### config.mk
export PLATFORM = sky130hd
export DESIGN_NAME = xbr_route_cfg
export DESIGN_NICKNAME = d
export VERILOG_FILES = /design/src/rtl/xbr_pkg.sv /design/src/rtl/xbr_sync.sv /design/src/rtl/xbr_strobe_dec.sv /design/src/rtl/xbr_rank1.sv /design/src/rtl/xbr_rank2.sv /design/src/rtl/xbr_route_cfg.sv
export SDC_FILE = /design/constraint.sdc
export NUM_CORES = 1
export LEC_CHECK = 0
export BUFFER_PORTS_ARGS = -buffer_cell sky130_fd_sc_hd__buf_4
export CELL_PAD_IN_SITES_DETAIL_PLACEMENT = 1
export CELL_PAD_IN_SITES_GLOBAL_PLACEMENT = 1
export CORE_MARGIN = 2
export CORE_UTILIZATION = 45
export CTS_CLUSTER_DIAMETER = 40
export DETAILED_ROUTE_END_ITERATION = 6
export PLACE_DENSITY = 0.86
export SYNTH_ARGS = -nofsm -noshare
export SYNTH_HDL_FRONTEND = slang
export SYNTH_SLANG_ARGS = --single-unit
export TNS_END_PERCENT = 5
### constraint.sdc
create_clock -name clk -period 4 [get_ports clk]
set_input_delay 0.2 -clock clk [delete_from_list [all_inputs] [get_ports clk]]
set_output_delay 0.2 -clock clk [all_outputs]
set_load 0.02 [all_outputs]
### src/rtl/xbr_pkg.sv
package xbr_pkg;

   typedef enum logic [1:0] {
      WM_IDLE = 2'd0,
      WM_ONE  = 2'd1,
      WM_ALL  = 2'd2
   } wmode_e;

   // Qualifier decode: a strobe edge counts only with chip selected and serial clock parked high
   function automatic wmode_e decode_mode(input logic cs_n, input logic par_sel, input logic sclk);
      wmode_e m;
      m = WM_IDLE;
      if (!cs_n && sclk) begin
         m = par_sel ? WM_ONE : WM_ALL;
      end
      return m;
   endfunction

endpackage

### src/rtl/xbr_sync.sv
module xbr_sync #(
   parameter int          WIDTH   = 1,
   parameter int          STAGES  = 2,
   parameter logic [WIDTH-1:0] RST_VAL = '1
) (
   input  logic             clk,
   input  logic             rst_n,
   input  logic [WIDTH-1:0] d,
   output logic [WIDTH-1:0] q
);

   if (STAGES < 2) begin : g_bad_stages
      $error("xbr_sync: STAGES must be at least 2");
   end

   logic [STAGES-1:0][WIDTH-1:0] pipe;

   always_ff @(posedge clk or negedge rst_n) begin
      if (!rst_n) begin
         pipe <= {STAGES{RST_VAL}};
      end else begin
         pipe[0] <= d;
         for (int s = 1; s < STAGES; s++) begin
            pipe[s] <= pipe[s-1];
         end
      end
   end

   assign q = pipe[STAGES-1];

endmodule

### src/rtl/xbr_strobe_dec.sv
module xbr_strobe_dec
   import xbr_pkg::*;
#(
   parameter int ADDR_W = 4,
   parameter int DATA_W = 5
) (
   input  logic              clk,
   input  logic              rst_n,
   input  logic              wr_s,
   input  logic              cs_n,
   input  logic              par_sel,
   input  logic              sclk,
   input  logic [ADDR_W-1:0] addr,
   input  logic [DATA_W-1:0] din,
   output logic              wr_one,
   output logic              wr_all,
   output logic [ADDR_W-1:0] wr_addr,
   output logic [DATA_W-1:0] wr_data
);

   logic   wr_prev;
   logic   fall;
   wmode_e mode;

   always_ff @(posedge clk or negedge rst_n) begin
      if (!rst_n) begin
         wr_prev <= 1'b1;
      end else begin
         wr_prev <= wr_s;
      end
   end

   assign fall = wr_prev & ~wr_s;

   always_comb begin
      mode   = decode_mode(cs_n, par_sel, sclk);
      wr_one = fall && (mode == WM_ONE);
      wr_all = fall && (mode == WM_ALL);
   end

   assign wr_addr = addr;
   assign wr_data = din;

endmodule

### src/rtl/xbr_rank1.sv
module xbr_rank1 #(
   parameter int N_OUT  = 16,
   parameter int ADDR_W = 4,
   parameter int SEL_W  = 4
) (
   input  logic                   clk,
   input  logic                   wr_one,
   input  logic                   wr_all,
   input  logic [ADDR_W-1:0]      wr_addr,
   input  logic [SEL_W-1:0]       wr_sel,
   input  logic                   wr_en,
   output logic [N_OUT*SEL_W-1:0] r1_sel,
   output logic [N_OUT-1:0]       r1_en
);

   // Staging entries carry no reset: contents are undefined until written
   for (genvar i = 0; i < N_OUT; i++) begin : g_entry
      logic hit;
      assign hit = wr_all || (wr_one && (wr_addr == ADDR_W'(i)));

      always_ff @(posedge clk) begin
         if (hit) begin
            r1_sel[i*SEL_W +: SEL_W] <= wr_sel;
            r1_en[i]                 <= wr_en;
         end
      end
   end

endmodule

### src/rtl/xbr_rank2.sv
module xbr_rank2 #(
   parameter int N_OUT        = 16,
   parameter int SEL_W        = 4,
   parameter bit CLR_ZERO_SEL = 1'b0
) (
   input  logic                   clk,
   input  logic                   rst_n,
   input  logic                   clr_s,
   input  logic                   upd_s,
   input  logic [N_OUT*SEL_W-1:0] r1_sel,
   input  logic [N_OUT-1:0]       r1_en,
   output logic [N_OUT*SEL_W-1:0] route_sel,
   output logic [N_OUT-1:0]       route_en
);

   for (genvar i = 0; i < N_OUT; i++) begin : g_entry
      always_ff @(posedge clk or negedge rst_n) begin
         if (!rst_n) begin
            route_en[i] <= 1'b0;
         end else if (!clr_s) begin
            route_en[i] <= 1'b0;
         end else if (!upd_s) begin
            route_en[i] <= r1_en[i];
         end
      end

      if (CLR_ZERO_SEL) begin : g_clr_sel
         always_ff @(posedge clk or negedge rst_n) begin
            if (!rst_n) begin
               route_sel[i*SEL_W +: SEL_W] <= '0;
            end else if (!clr_s) begin
               route_sel[i*SEL_W +: SEL_W] <= '0;
            end else if (!upd_s) begin
               route_sel[i*SEL_W +: SEL_W] <= r1_sel[i*SEL_W +: SEL_W];
            end
         end
      end else begin : g_keep_sel
         always_ff @(posedge clk or negedge rst_n) begin
            if (!rst_n) begin
               route_sel[i*SEL_W +: SEL_W] <= '0;
            end else if (clr_s && !upd_s) begin
               route_sel[i*SEL_W +: SEL_W] <= r1_sel[i*SEL_W +: SEL_W];
            end
         end
      end
   end

endmodule

### src/rtl/xbr_route_cfg.sv
module xbr_route_cfg #(
   parameter int N_OUT        = 16,
   parameter int SEL_W        = 4,
   parameter int SYNC_STAGES  = 2,
   parameter bit CLR_ZERO_SEL = 1'b0,
   localparam int ADDR_W      = (N_OUT > 1) ? $clog2(N_OUT) : 1,
   localparam int DATA_W      = SEL_W + 1
) (
   input  logic                   clk,
   input  logic                   rst_n,
   input  logic                   cs_n,
   input  logic                   par_sel,
   input  logic                   sclk,
   input  logic                   wr_n,
   input  logic                   upd_n,
   input  logic                   clr_n,
   input  logic [ADDR_W-1:0]      addr,
   input  logic [DATA_W-1:0]      din,
   output logic [N_OUT*SEL_W-1:0] route_sel,
   output logic [N_OUT-1:0]       route_en
);

   if (N_OUT < 2) begin : g_bad_nout
      $error("xbr_route_cfg: N_OUT must be at least 2");
   end
   if (SEL_W < 1) begin : g_bad_sel
      $error("xbr_route_cfg: SEL_W must be at least 1");
   end
   if (SYNC_STAGES < 2) begin : g_bad_sync
      $error("xbr_route_cfg: SYNC_STAGES must be at least 2");
   end

   logic [2:0]              ctl_s;
   logic                    wr_s;
   logic                    upd_s;
   logic                    clr_s;
   logic                    wr_one;
   logic                    wr_all;
   logic [ADDR_W-1:0]       wr_addr;
   logic [DATA_W-1:0]       wr_data;
   logic [N_OUT*SEL_W-1:0]  r1_sel;
   logic [N_OUT-1:0]        r1_en;

   xbr_sync #(
      .WIDTH   (3),
      .STAGES  (SYNC_STAGES),
      .RST_VAL (3'b111)
   ) u_sync (
      .clk   (clk),
      .rst_n (rst_n),
      .d     ({clr_n, upd_n, wr_n}),
      .q     (ctl_s)
   );

   assign wr_s  = ctl_s[0];
   assign upd_s = ctl_s[1];
   assign clr_s = ctl_s[2];

   xbr_strobe_dec #(
      .ADDR_W (ADDR_W),
      .DATA_W (DATA_W)
   ) u_dec (
      .clk     (clk),
      .rst_n   (rst_n),
      .wr_s    (wr_s),
      .cs_n    (cs_n),
      .par_sel (par_sel),
      .sclk    (sclk),
      .addr    (addr),
      .din     (din),
      .wr_one  (wr_one),
      .wr_all  (wr_all),
      .wr_addr (wr_addr),
      .wr_data (wr_data)
   );

   xbr_rank1 #(
      .N_OUT  (N_OUT),
      .ADDR_W (ADDR_W),
      .SEL_W  (SEL_W)
   ) u_rank1 (
      .clk     (clk),
      .wr_one  (wr_one),
      .wr_all  (wr_all),
      .wr_addr (wr_addr),
      .wr_sel  (wr_data[SEL_W-1:0]),
      .wr_en   (wr_data[SEL_W]),
      .r1_sel  (r1_sel),
      .r1_en   (r1_en)
   );

   xbr_rank2 #(
      .N_OUT        (N_OUT),
      .SEL_W        (SEL_W),
      .CLR_ZERO_SEL (CLR_ZERO_SEL)
   ) u_rank2 (
      .clk       (clk),
      .rst_n     (rst_n),
      .clr_s     (clr_s),
      .upd_s     (upd_s),
      .r1_sel    (r1_sel),
      .r1_en     (r1_en),
      .route_sel (route_sel),
      .route_en  (route_en)
   );

endmodule

* Word-level counts from Yosys, hierarchy flattened
Index checks and enable logic that the tools add are counted.
** Word-level totals
- Input port bits :: 17
- Flip-flop bits (word level) :: 167
- Output and inout bits :: 80
** Operators by class
- Reductions and logical operators :: 39
- Equality and inequality tests :: 18
- Bitwise operators :: 2
- Muxes and demuxes :: 34
** Operators by type and width (number)
- == test 4 bit, second input constant :: 8
- two-way mux 1 bit :: 32
- logical AND 1 bit :: 20
- == test 4 x 3 -> 1 bit, second input constant :: 4
- logical OR 1 bit :: 16
- == test 4 x 2 -> 1 bit, second input constant :: 2
- == test 4 x 1 -> 1 bit, second input constant :: 1
- zero test 4 bit :: 1
- two-way mux 2 bit :: 2
- == test 2 x 1 -> 1 bit, second input constant :: 1
- == test 2 bit, second input constant :: 1
- zero test 1 bit :: 2
- inequality test 2 bit, second input constant :: 1
- bitwise AND 1 bit :: 1
- NOT 1 bit :: 1

* Longest topological paths before layout
- Depth after elaboration :: 7
- Mapped depth :: 5
- Gate-level depth less buffers :: 2

* Modules after synthesis
From an unflattened synthesis, not the netlist that was laid out.
** Second synthesis, totals
- Cell total of the unflattened synthesis :: 321
- Area total of the unflattened synthesis :: 6343.6 sq um
** By module, submodules not included
- xbr_rank2 :: instances 1, area an instance 3384.5 sq um, cells an instance 187
- xbr_rank1 :: instances 1, area an instance 2657.5 sq um, cells an instance 112
- xbr_sync :: instances 1, area an instance 180.2 sq um, cells an instance 9
- xbr_strobe_dec :: instances 1, area an instance 121.4 sq um, cells an instance 13

* Worst setup path after synthesis
OpenSTA, ideal clock, no wires.
- Path type :: reg2reg
- Start point :: register u_dec.wr_prev
- End point :: register u_rank1.r1_en[10], enable pin
- Stages on the path, launching flop included :: 5
- Data required time :: 3.649 ns
- Library setup time :: 0.351 ns
- Arrival time :: 1.259 ns
- Setup slack :: 2.390 ns
- Period minus slack after synthesis :: 1.610 ns
- Cell sequence :: dfstp_2 -> nand4bb_1 -> clkbuf_1 -> clkbuf_1 -> a21oi_1
** Between the ends
- Longest elaborated chain between the ends :: 4
- Elaborated cells between the ends (all ways) :: 5
- Classes of those cells :: 1 x bitwise; 4 x reduce/logical
** RTL lines
- start: declaration :: RTL line xbr_strobe_dec.sv:21 : logic wr_prev;
- start signal: assignment :: RTL line xbr_strobe_dec.sv:29 : wr_prev <= wr_s;
- bitwise AND 1 bit (*) :: RTL line xbr_strobe_dec.sv:33 : assign fall = wr_prev & ~wr_s;
- logical AND 1 bit :: RTL line xbr_strobe_dec.sv:37 : wr_one = fall && (mode == WM_ONE);
- logical AND 1 bit :: RTL line xbr_rank1.sv:19 : assign hit = wr_all || (wr_one && (wr_addr == ADDR_W'(i)));
- logical OR 1 bit (*) :: RTL line xbr_rank1.sv:19
- named net u_rank1.g_entry[10].hit :: RTL line xbr_rank1.sv:18 : logic hit;
- end signal: indexed assignment :: RTL line xbr_rank1.sv:24 : r1_en[i] <= wr_en;
- end: declaration :: RTL line xbr_rank1.sv:13 : output logic [N_OUT-1:0] r1_en
The timed path passes the listed nets; every way through them passes the cells marked *.
A chain may end at the register's enable or synchronous reset.

* Final worst setup path
- Start point :: register u_dec.wr_prev
- End point :: register u_rank1.r1_sel[7], enable pin
** Between the ends
- Longest elaborated chain between the ends :: 4
- Elaborated cells between the ends (all ways) :: 5
- Classes of those cells :: 1 x bitwise; 4 x reduce/logical
** RTL lines
- bitwise AND 1 bit (*) :: RTL line xbr_strobe_dec.sv:33
- logical AND 1 bit :: RTL line xbr_strobe_dec.sv:37
- logical AND 1 bit :: RTL line xbr_rank1.sv:19
- logical OR 1 bit (*) :: RTL line xbr_rank1.sv:19
- named net u_rank1.g_entry[1].hit :: RTL line xbr_rank1.sv:18
- end signal: indexed assignment :: RTL line xbr_rank1.sv:23 : r1_sel[i*SEL_W +: SEL_W] <= wr_sel;
- end: declaration :: RTL line xbr_rank1.sv:12 : output logic [N_OUT*SEL_W-1:0] r1_sel,
Marked as above.

==> flow_summary.ini <==
[critical_path]
cp_cell_sequence = nand4bb_1 -> a21oi_1
reg2reg_slack_ns = 1.57
worstRegToRegCells = 2
rr_endpoint = u_rank1.r1_sel[7]$_DFFE_PP_
crit_path_max_fanout = 16
cpPeakStageDelay_ns = 0.83
cp.depth = 2
cp_slowest_cell = a21oi_1
critical_path_buf_inv_count = 0
crit-reg2reg-launch = u_dec.wr_prev$_DFF_PN1_
cp_data_required_time_ns = 4.05
crit_arrival_ns = 2.49
worstSetupPathType = reg -> reg
cp-start-kind = register
endpoint_kind = register
crit_family = compound AO/OA/AOI/OAI gates

[place]
dpl.hpwl_mm = 9.10
gp_congestion = 0.733
io_buffers = 96

[final_layout]
drive_gt1_share_pct = 43.5
final.fill_count = 1273
area_delta_synth_final_pct = 21.7
multi_input_area_um2 = 1470
register_area_um2 = 4590
diodes = 0
nNetsFinal = 436

[sta]
hold_slack_ns = 0.164
setup_viol = 0
grt_setup_unrepaired = no
worstMarginPinSlew_ns = 0.892
skew_ns = 0.00524
period_needed_ns = 2.43
max_freq_mhz = 411
fin_crit_sh_pct = 60.9
finalHoldViolCount = 0
slew_headroom_pct = 40.2
fin_setup_tns_ns = 0
finalMaxSlewViolations = 0

[yosys]
ys_seq_elements = 167
avgSynthCellArea_um2 = 19.8
ys_types = 18
synth_area_leaders = edfxtp_1, dfrtp_1, mux2_4
synth.net_count = 332
ys.warnings.count = 0
synth_top_area_cell = edfxtp_1
synth_seq_area_share_pct = 73.5
async_flop_share_pct = 52.1
ys.flop_type = edfxtp_1
synth_edf_count = 80
synth_cells = 315
netlist_area_um2 = 6240
netlist.area_leader.share_pct = 38.5
synthTopCellsByCount = dfrtp_1, edfxtp_1, mux2_4

[clock_tree]
clock-sinks = 167
cts_max_path_buffers = 2
cts_resized = 0
clock-root-buffer = clkbuf_16
hold_buffers = 4
clk_pin_slew_worst_paths_ns = 0.06
htreeDepth = 4
cts_tree = built
numCtsBuffers = 17
clkLatencyLatePin_ns = 0.42
post_cts_buffers = 0

[floorplanning]
die_height_um = 122
start_util_pct = 45.5
die_w_um = 122
core_area_um2 = 13700
pin_count = 97
dieArea_um2 = 14800
rows = 43

[flow_run]
maxCapViolCount = 0

[global_route]
grt_pass1_wl_mm = 21.7
grt_max_degree = 58
grt_pass1_vias = 3508
track_usage_pct = 20.9
grt_antenna_before_repair = 0
grt-ovfl-total = 0

[detailed_routing]
drc = 0
first_iter_violations = 214
antenna_left = 0
vias_per_cell = 5.29
vias = 3239
routed_wl_mm = 14.6
drt-pass1-iter-count = 4
wl_per_cell_um = 23.9

[min_path]
hold_start = din[1]
hold_class = in -> reg
hold_depth = 1
whs_endpoint = u_rank1.r1_sel[5]$_DFFE_PP_

[status]
status = completed

[pwr]
ir_worst_vdd_mv = 0.288
leakage_nw = 3.17
power_density_nw_per_um2 = 515
logic make-up (layout without fill, tap and decap cells):
group | after synthesis | count (layout) | synth area share (%)
buffers and inverters | 18 | 135 | 3.01
AND/OR/NAND/NOR | 34 | 34 | 4.43
flip-flops | 167 | 167 | 73.5
AO/OA/AOI/OAI | 16 | 16 | 1.28
multiplexers | 80 | 80 | 17.7
power by group:
part | total, mW | internal (mW) | switching, mW
combinational | 0.460 | 0.223 | 0.236
sequential | 1.97 | 1.90 | 0.0721
clock | 1.48 | 0.880 | 0.601
worst max path at each step:
stage | from | slack [ns] | to
floorplan | u_dec.wr_prev$_DFF_PN1_ | 2.39 | u_rank1.r1_en[10]$_DFFE_PP_
global placement | u_dec.wr_prev$_DFF_PN1_ | 1.73 | u_rank1.r1_sel[10]$_DFFE_PP_
detailed placement | u_dec.wr_prev$_DFF_PN1_ | 1.54 | u_rank1.r1_sel[7]$_DFFE_PP_
CTS | u_dec.wr_prev$_DFF_PN1_ | 1.54 | u_rank1.r1_sel[7]$_DFFE_PP_
global route | u_dec.wr_prev$_DFF_PN1_ | 1.42 | u_rank1.r1_sel[4]$_DFFE_PP_
finish | u_dec.wr_prev$_DFF_PN1_ | 1.57 | u_rank1.r1_sel[7]$_DFFE_PP_
routing by layer:
| layer | up-vias | share of wire (%) | GRT usage, % |
|---|---|---|---|
| met2 | 133 | 52 | 34.9 |
| met4 | 0 | 1.6 | 7.33 |
| met3 | 19 | 5.7 | 5.76 |
| li1 | 1373 | - | - |
| met5 | - | 0 | 0 |
| met1 | 1714 | 41 | 26.3 |
stage by stage:
step           area (µm²)  setup WS, ns  power [mW]  std cells  utilization, %
2_1_floorplan        6240          2.39        2.24        315               -
3_3_place_gp         7020          1.73        2.44        576            51.2
3_5_place_dp         7020          1.54        2.46        576            51.2
4_1_cts              7590          1.54        3.95        612            55.3
5_1_grt              7590          1.42        4.05        612            55.3
6_report             7590          1.57        3.91        612            55.3
area by class of cell:
| type | instances | area share, % |
|---|---|---|
| Clock buffer | 26 | 6.31 |
| Multi-Input combinational cell | 130 | 19.3 |
| Tap cell | 180 | 2.97 |
| Timing Repair Buffer | 103 | 10.3 |
| Sequential cell | 167 | 60.4 |
| Clock inverter | 6 | 0.659 |
layout by cell type, fill, tap and decap left out, drive strengths merged:
cell type	n
mux2	64
nand4	1
or4b	4
clkbuf	26
dlygate4sd3	4
dfstp	7
bufinv	1
dfrtp	80
nand4b	4
nor2b	17
edfxtp	80
or4	1
clkinv	5
a21oi	16
mux2i	16
nand4bb	7
buf	99
state kept, by name, indices dropped and copies added (netlist names):
register	count
u_rank1.r1_en	16
u_rank1.r1_sel	64
u_rank2.route_en	16
u_sync.pipe	3
u_dec.wr_prev	1
u_sync.q	3
u_rank2.route_sel	64
(Power assumes the default switching activity.)
